`config.mk`:
```
export PLATFORM = sky130hd
export DESIGN_NAME = operand_bypass
export DESIGN_NICKNAME = d
export VERILOG_FILES = /design/src/rtl/bypass_pkg.sv /design/src/rtl/bypass_ctrl.sv /design/src/rtl/bypass_datapath.sv /design/src/rtl/operand_bypass.sv
export SDC_FILE = /design/constraint.sdc
export NUM_CORES = 1
export LEC_CHECK = 0
export ABC_AREA = 0
export BUFFER_PORTS_ARGS = -buffer_cell sky130_fd_sc_hd__buf_4
export CAP_MARGIN = 25
export CORE_UTILIZATION = 45
export DETAILED_ROUTE_END_ITERATION = 8
export PLACE_DENSITY = 0.82
export SLEW_MARGIN = 20
export SYNTH_ARGS = -nofsm -noshare
export SYNTH_HDL_FRONTEND = slang
export SYNTH_HIERARCHICAL = 1
export SYNTH_SLANG_ARGS = --single-unit
```
`constraint.sdc`:
```
create_clock -name clk -period 0.9 [get_ports clk]
set_input_delay 0.18 -clock clk [delete_from_list [all_inputs] [get_ports clk]]
set_output_delay 0.18 -clock clk [all_outputs]
set_load 0.01 [all_outputs]
```
`src/rtl/bypass_pkg.sv`:
```
package bypass_pkg;

  // Source chosen for one operand register.
  typedef enum logic [1:0] {
    SEL_RF  = 2'd0,
    SEL_EX  = 2'd1,
    SEL_MEM = 2'd2
  } opSel_e;

  // Strobes passed from the select control to the operand datapath.
  typedef struct packed {
    opSel_e selA;
    opSel_e selB;
  } fwdStrobes_t;

  localparam int NUM_OPS = 2;

endpackage

```
`src/rtl/bypass_ctrl.sv`:
```
module bypass_ctrl
  import bypass_pkg::*;
#(
  parameter int IDX_W = 5
) (
  input  logic             clk,
  input  logic             rstN,
  input  logic [IDX_W-1:0] srcIdxA,
  input  logic [IDX_W-1:0] srcIdxB,
  input  logic [IDX_W-1:0] exDstIdx,
  input  logic             exWrEn,
  input  logic [IDX_W-1:0] memDstIdx,
  input  logic             memWrEn,
  output fwdStrobes_t      strobes
);

  localparam logic [IDX_W-1:0] ZERO_IDX = '0;

  logic [IDX_W-1:0] srcIdx  [NUM_OPS];
  opSel_e           laneSel [NUM_OPS];

  // A stage is a usable producer only when it writes and does not target r0.
  logic exLive;
  logic memLive;

  assign exLive  = exWrEn  && (exDstIdx  != ZERO_IDX);
  assign memLive = memWrEn && (memDstIdx != ZERO_IDX);

  assign srcIdx[0] = srcIdxA;
  assign srcIdx[1] = srcIdxB;

  for (genvar g = 0; g < NUM_OPS; g++) begin : g_lane
    logic exHit;
    logic memHit;

    assign exHit  = exLive  && (exDstIdx  == srcIdx[g]);
    assign memHit = memLive && (memDstIdx == srcIdx[g]);

    // Younger result first, then older, then the register file.
    always_comb begin
      if (exHit) begin
        laneSel[g] = SEL_EX;
      end else if (memHit) begin
        laneSel[g] = SEL_MEM;
      end else begin
        laneSel[g] = SEL_RF;
      end
    end
  end

  assign strobes.selA = laneSel[0];
  assign strobes.selB = laneSel[1];

  // register 0 is never a forwarding target.
  assert_zero_reg_R7 : assert property (@(posedge clk) disable iff (!rstN)
    (srcIdxA == ZERO_IDX) |-> (strobes.selA == SEL_RF));

  assert_zero_reg_b_R7 : assert property (@(posedge clk) disable iff (!rstN)
    (srcIdxB == ZERO_IDX) |-> (strobes.selB == SEL_RF));

  // with both stages idle only the register file can be chosen.
  assert_idle_stages_R6 : assert property (@(posedge clk) disable iff (!rstN)
    (!exWrEn && !memWrEn) |-> (strobes.selA == SEL_RF && strobes.selB == SEL_RF));

  // a memory pick for A implies the execute stage did not match A.
  assert_priority_R5 : assert property (@(posedge clk) disable iff (!rstN)
    (strobes.selA == SEL_MEM) |-> !(exWrEn && exDstIdx == srcIdxA));

endmodule

```
`src/rtl/bypass_datapath.sv`:
```
module bypass_datapath
  import bypass_pkg::*;
#(
  parameter int DATA_W = 32
) (
  input  logic              clk,
  input  logic              rstN,
  input  fwdStrobes_t       strobes,
  input  logic [DATA_W-1:0] rfDataA,
  input  logic [DATA_W-1:0] rfDataB,
  input  logic [DATA_W-1:0] exResult,
  input  logic [DATA_W-1:0] memResult,
  output logic [DATA_W-1:0] opA,
  output logic [DATA_W-1:0] opB
);

  opSel_e            laneSel [NUM_OPS];
  logic [DATA_W-1:0] rfData  [NUM_OPS];
  logic [DATA_W-1:0] muxOut  [NUM_OPS];
  logic [DATA_W-1:0] opReg   [NUM_OPS];

  assign laneSel[0] = strobes.selA;
  assign laneSel[1] = strobes.selB;
  assign rfData[0]  = rfDataA;
  assign rfData[1]  = rfDataB;

  for (genvar g = 0; g < NUM_OPS; g++) begin : g_lane
    // Three-way forwarding mux ahead of the operand register.
    always_comb begin
      unique case (laneSel[g])
        SEL_EX:  muxOut[g] = exResult;
        SEL_MEM: muxOut[g] = memResult;
        default: muxOut[g] = rfData[g];
      endcase
    end

    always_ff @(posedge clk or negedge rstN) begin
      if (!rstN) begin
        opReg[g] <= '0;
      end else begin
        opReg[g] <= muxOut[g];
      end
    end
  end

  assign opA = opReg[0];
  assign opB = opReg[1];

  // operands hold zero while reset is applied.
  always_comb begin
    if (rstN === 1'b0) begin
      assert_reset_zero_R1 : assert (opA == '0 && opB == '0);
    end
  end

  // an execute pick lands in the register one edge later.
  assert_ex_path_R3 : assert property (@(posedge clk) disable iff (!rstN)
    (strobes.selA == SEL_EX) |=> (opA == $past(exResult)));

  // a memory pick lands in the register one edge later.
  assert_mem_path_R4 : assert property (@(posedge clk) disable iff (!rstN)
    (strobes.selB == SEL_MEM) |=> (opB == $past(memResult)));

  // a register-file pick lands in the register one edge later.
  assert_rf_path_R2 : assert property (@(posedge clk) disable iff (!rstN)
    (strobes.selA == SEL_RF) |=> (opA == $past(rfDataA)));

  // the control never emits the unused select code on either lane.
  assert_sel_legal_R8 : assert property (@(posedge clk) disable iff (!rstN)
    (strobes.selA != 2'd3) && (strobes.selB != 2'd3));

endmodule

```
`src/rtl/operand_bypass.sv`:
```
module operand_bypass
  import bypass_pkg::*;
#(
  parameter int DATA_W = 32,
  parameter int IDX_W  = 5
) (
  input  logic              clk,
  input  logic              rstN,
  input  logic [IDX_W-1:0]  srcIdxA,
  input  logic [IDX_W-1:0]  srcIdxB,
  input  logic [DATA_W-1:0] rfDataA,
  input  logic [DATA_W-1:0] rfDataB,
  input  logic [IDX_W-1:0]  exDstIdx,
  input  logic              exWrEn,
  input  logic [DATA_W-1:0] exResult,
  input  logic [IDX_W-1:0]  memDstIdx,
  input  logic              memWrEn,
  input  logic [DATA_W-1:0] memResult,
  output logic [DATA_W-1:0] opA,
  output logic [DATA_W-1:0] opB
);

  fwdStrobes_t strobes;

  bypass_ctrl #(.IDX_W(IDX_W)) u_ctrl (
    .clk       (clk),
    .rstN      (rstN),
    .srcIdxA   (srcIdxA),
    .srcIdxB   (srcIdxB),
    .exDstIdx  (exDstIdx),
    .exWrEn    (exWrEn),
    .memDstIdx (memDstIdx),
    .memWrEn   (memWrEn),
    .strobes   (strobes)
  );

  bypass_datapath #(.DATA_W(DATA_W)) u_datapath (
    .clk       (clk),
    .rstN      (rstN),
    .strobes   (strobes),
    .rfDataA   (rfDataA),
    .rfDataB   (rfDataB),
    .exResult  (exResult),
    .memResult (memResult),
    .opA       (opA),
    .opB       (opB)
  );

endmodule

```
**After elaboration in Yosys (flattened, before gate mapping)**

Cells that the tools add are included.

- Equality and inequality tests: 8
- Reduce and logical (&&, ||, !) cells: 8
- Muxes and demuxes: 6

Operators by type and width:

| kind | number |
|---|---|
| one-hot mux 32 bit (2 select lines) | 2 |
| == test 5 bit | 4 |
| nonzero test 5 bit | 2 |
| 2-to-1 mux 2 bit | 4 |
| logical AND 1 bit | 6 |
| == test 2 x 1 -> 1 bit (second input constant) | 2 |
| == test 2 bit (second input constant) | 2 |

- Bits in registers: 64
- Word-level logic and storage cells: 24
- Bits of input ports: 152

**Depth between registers and ports, before layout**

- Depth after elaboration: 7
- Mapped depth: 10
- Depth with buffers taken out: 8

**Cells and area by module**

Netlist, hierarchy kept.

Modules (own cells, without submodules):

| module | times used | cells an instance | area an instance (sq um) | seq. area each (sq um) |
|---|---|---|---|---|
| bypass_datapath | 1 | 290 | 2875.3 | 1601.5 |
| bypass_ctrl | 1 | 36 | 272.8 | 0.0 |

**Least setup slack after synthesis**

OpenSTA, ideal clock, no wires.

- Path kind: input to register
- Start: in exDstIdx[1]
- End: reg u_datapath.opReg, in the netlist u_datapath/opA[0]
- Library setup time: 127 ps
- Data required time: 773 ps
- Data arrival time: 1954 ps
- Path slack: -1181 ps
- Cell stages on the path: 9
- Buffers on the path: 2
- Cells stage by stage: or4_1 -> o21ai_2 -> nor4_1 -> nor4_1 -> ha_1 -> buf_2 -> buf_2 -> nand2_1 -> o21ai_0

RTL lines:

| what | RTL line | source |
|---|---|---|
| from (decl) | operand_bypass.sv:13 | `input logic [IDX_W-1:0] exDstIdx,` |
| to (signal, indexed assignment) | bypass_datapath.sv:41 | `opReg[g] <= muxOut[g];` |
| to (decl) | bypass_datapath.sv:20 | `logic [DATA_W-1:0] opReg [NUM_OPS];` |

==> out/results.ini <==
[status]
status=finished with violations
violations=setup timing

[placed_design]
gp_congestion=0.821
placed_cell_area_um2=5100
hpwl_mm=8.49
io_buffer_count=215

[sta]
tightest_slew_ns=0.363
finalHoldViolations=0
timing.final.crit_share_pct=230
rsz0062_at_grt=yes
maxSlewViolCount=0
maxSlewHeadroom_pct=75.6
finalCriticalPeriod_ns=2.07
final-setup-viol-count=128
timing.fmax_mhz=483
worst_slack_ns=-1.17

[routing]
vias_per_cell=6.32
route.met3.wl_mm=1.88
drtIter0Drc=407
ant_nets=0
wl_mm=16.9
dr_wl_met2_mm=8.45
wl_met1_mm=5.31
vias=4221
highest_layer=met4
wl_per_cell_um=25.3
drt-pass1-iter-count=5
drc=0

[synthesis]
synth_adder_area_share_pct=1.59
ys_ff_latch=64
ys_types=18
yosys.area_share.xor_xnor_pct=5.56
ys_warn_count=6
avgSynthCellArea_um2=9.66
synth_cells=326
syn_nets=482
synth_area_um2=3150
synth-simple-area-share_pct=9.98
synth-compound-area-share_pct=25.7
muxShareOfSynthArea_pct=0
synth-seq-area-share_pct=50.9
synth_top_family_by_area=compound AO/OA/AOI/OAI gates

[die]
die_w_um=85.6
dieArea_um2=7330
io_pins=216
core_um2=6790
start_util_pct=46.3
floorplan.rows=30
die_h_um=85.6

[critical_path]
critPathBufInv=4
path_class=in2reg
crit_chain=buf_6 > or4_4 > o21ai_4 > buf_6 > nor4_4 > nor4_2 > buf_4 > ha_4 > clkbuf_16 > o21ai_1
crit_required_ns=1.14
cp-end-kind=flip-flop
cp-start-kind=primary input
worstPathArrival_ns=2.32
cpMostUsedCell=buf_6
max_stage_delay_ns=0.53
startpoint=exDstIdx[3]
slowest_stage=or4_4
critPathMaxFanout=13
worst-path-stages=10
crit_family=simple AND/OR/NAND/NOR gates

[clock_tree]
cts_buffer_depth=2
cts_sinks=64
numCtsBuffers=9
htree_levels=3
root_buffer=clkbuf_8
cts_tree=built
clk_pin_slew_ns=0.08

[finish]
layout-drive-gt1-share_pct=65.2
final_util_pct=93.0
fin_nets=724
antenna_cells=0
synthToLayoutAreaGrowth_pct=101
stdcell_area_um2=6320
nFillCells=207

[global_routing]
grt_pass1_wl_mm=20.3
antenna_found_initial=0
grt_use_total_pct=36.8
grt.overflow.total=0
grt_pass1_vias=3917
grt_max_degree=65

[power]
ir_worst_vdd_mv=0.829
p_per_area_nw_per_um2=1260
p_leak_nw=2.79

[worst_hold_path]
min_from=rfDataB[6]
min_path_type=in2reg
hold_depth=3

[run]
drv_cap=0

[worst min-delay path, delay by kind of cell]
family	cells	cell delay [ns]
AOI/OAI and AO/OA	1	0.04
and+or+nand+nor	1	0.05
buffers and inverters	1	0.08
[final timing paths]
| kind | to | slack (ns) |
|---|---|---|
| min in group asynchronous | u_datapath/opB[21] | 0.37 |
| max | u_datapath/opB[24] | -1.17 |
| max in group asynchronous | u_datapath/opB[30] | 0.23 |
| min | u_datapath/opB[6] | 0.05 |
[metal layers]
metal / vias up / GRT usage (%)
met2: 457 / 65.7
met4: 0 / 20.2
met3: 127 / 8.57
li1: 1658 / -
met1: 1979 / 40.4
met5: - / 0
[cells by family (layout without fill, tap and decap cells)]
family          after synthesis  in the layout
buf+inv                      32            278
xor+xnor                     20             20
flops                        64             64
simple gates                 77             77
fa+ha+maj                     4              4
compound gates              129            129
[flip-flops by register name (all words and copies together) (netlist names)]
register	cells
u_datapath/opA	32
u_datapath/opB	32
[cell type report]
cell class | instances | area, um2 | share of cell area, %
well taps | 96 | 120 | 1.90
multi-input cells | 230 | 1860 | 29.4
clock buffers | 13 | 169 | 2.67
repair buffers | 259 | 2520 | 39.8
flip-flops and latches | 64 | 1600 | 25.4
inverters | 4 | 15.0 | 0.238
clock inverters | 2 | 37.5 | 0.594
[cell usage after synthesis, drive strengths merged]
cell	count	area, um2
nand4	2	12.5
xor2	4	35.0
or4	2	15.0
nor4	4	25.0
inv	4	15.0
dfrtp	64	1600
xnor2	16	140
ha	4	50.1
nand2	66	248
nor2	1	3.75
o21ai	65	329
a22oi	64	480
buf	28	183
nand3	2	10.0
[placed cells by master (no fill, tap or decap)]
cell / instances
buf_4: 167
inv_1: 4
dfrtp_1: 64
xor2_1: 4
nand2_1: 52
clkbuf_1: 1
buf_12: 11
o21ai_2: 14
a22oi_1: 1
ha_4: 4
nand2_2: 12
clkinvlp_4: 1
xnor2_1: 16
dlygate4sd3_1: 1
nor2_1: 1
or4_4: 1
nand3_1: 2
nand4_1: 2
buf_6: 71
nor4_2: 3
nor4_4: 1
o21ai_4: 1
nand2_4: 2
clkbuf_8: 12
clkbuf_16: 6
o21ai_1: 50
or4_1: 1
a22oi_2: 63
buf_16: 3
bufinv_16: 1
[where the power goes]
| part | switching, mW | total, mW | internal [mW] |
|---|---|---|---|
| Combinational | 0.972 | 2.14 | 1.17 |
| Clock | 1.14 | 2.64 | 1.49 |
| Sequential | 0.104 | 3.17 | 3.07 |
| Total | 2.22 | 7.95 | 5.73 |
[timing repair]
item                       4_1_cts  5_1_grt
pin swaps                       45       24
buffers inserted                 3        0
gates cloned                     3        6
gates resized for setup        123       51
hold endpoints to repair        64        0
hold buffers                     1        0
setup endpoints to repair      128      128
[metrics by stage]
step	setup TNS, ns	hold WS, ns	power (mW)	cells	worst slack, ns
global route	-80.19	0.0331	8.17	668	-1.19
detailed placement	-88.60	0.206	4.80	640	-1.43
global placement	-87.93	0.201	4.75	640	-1.43
floorplan	-71.07	-0.116	3.69	326	-1.11
finish	-74.20	0.0462	7.95	668	-1.17
CTS	-69.98	0.0443	7.62	662	-1.03
Note: power is estimated with default switching activity, not from simulation.
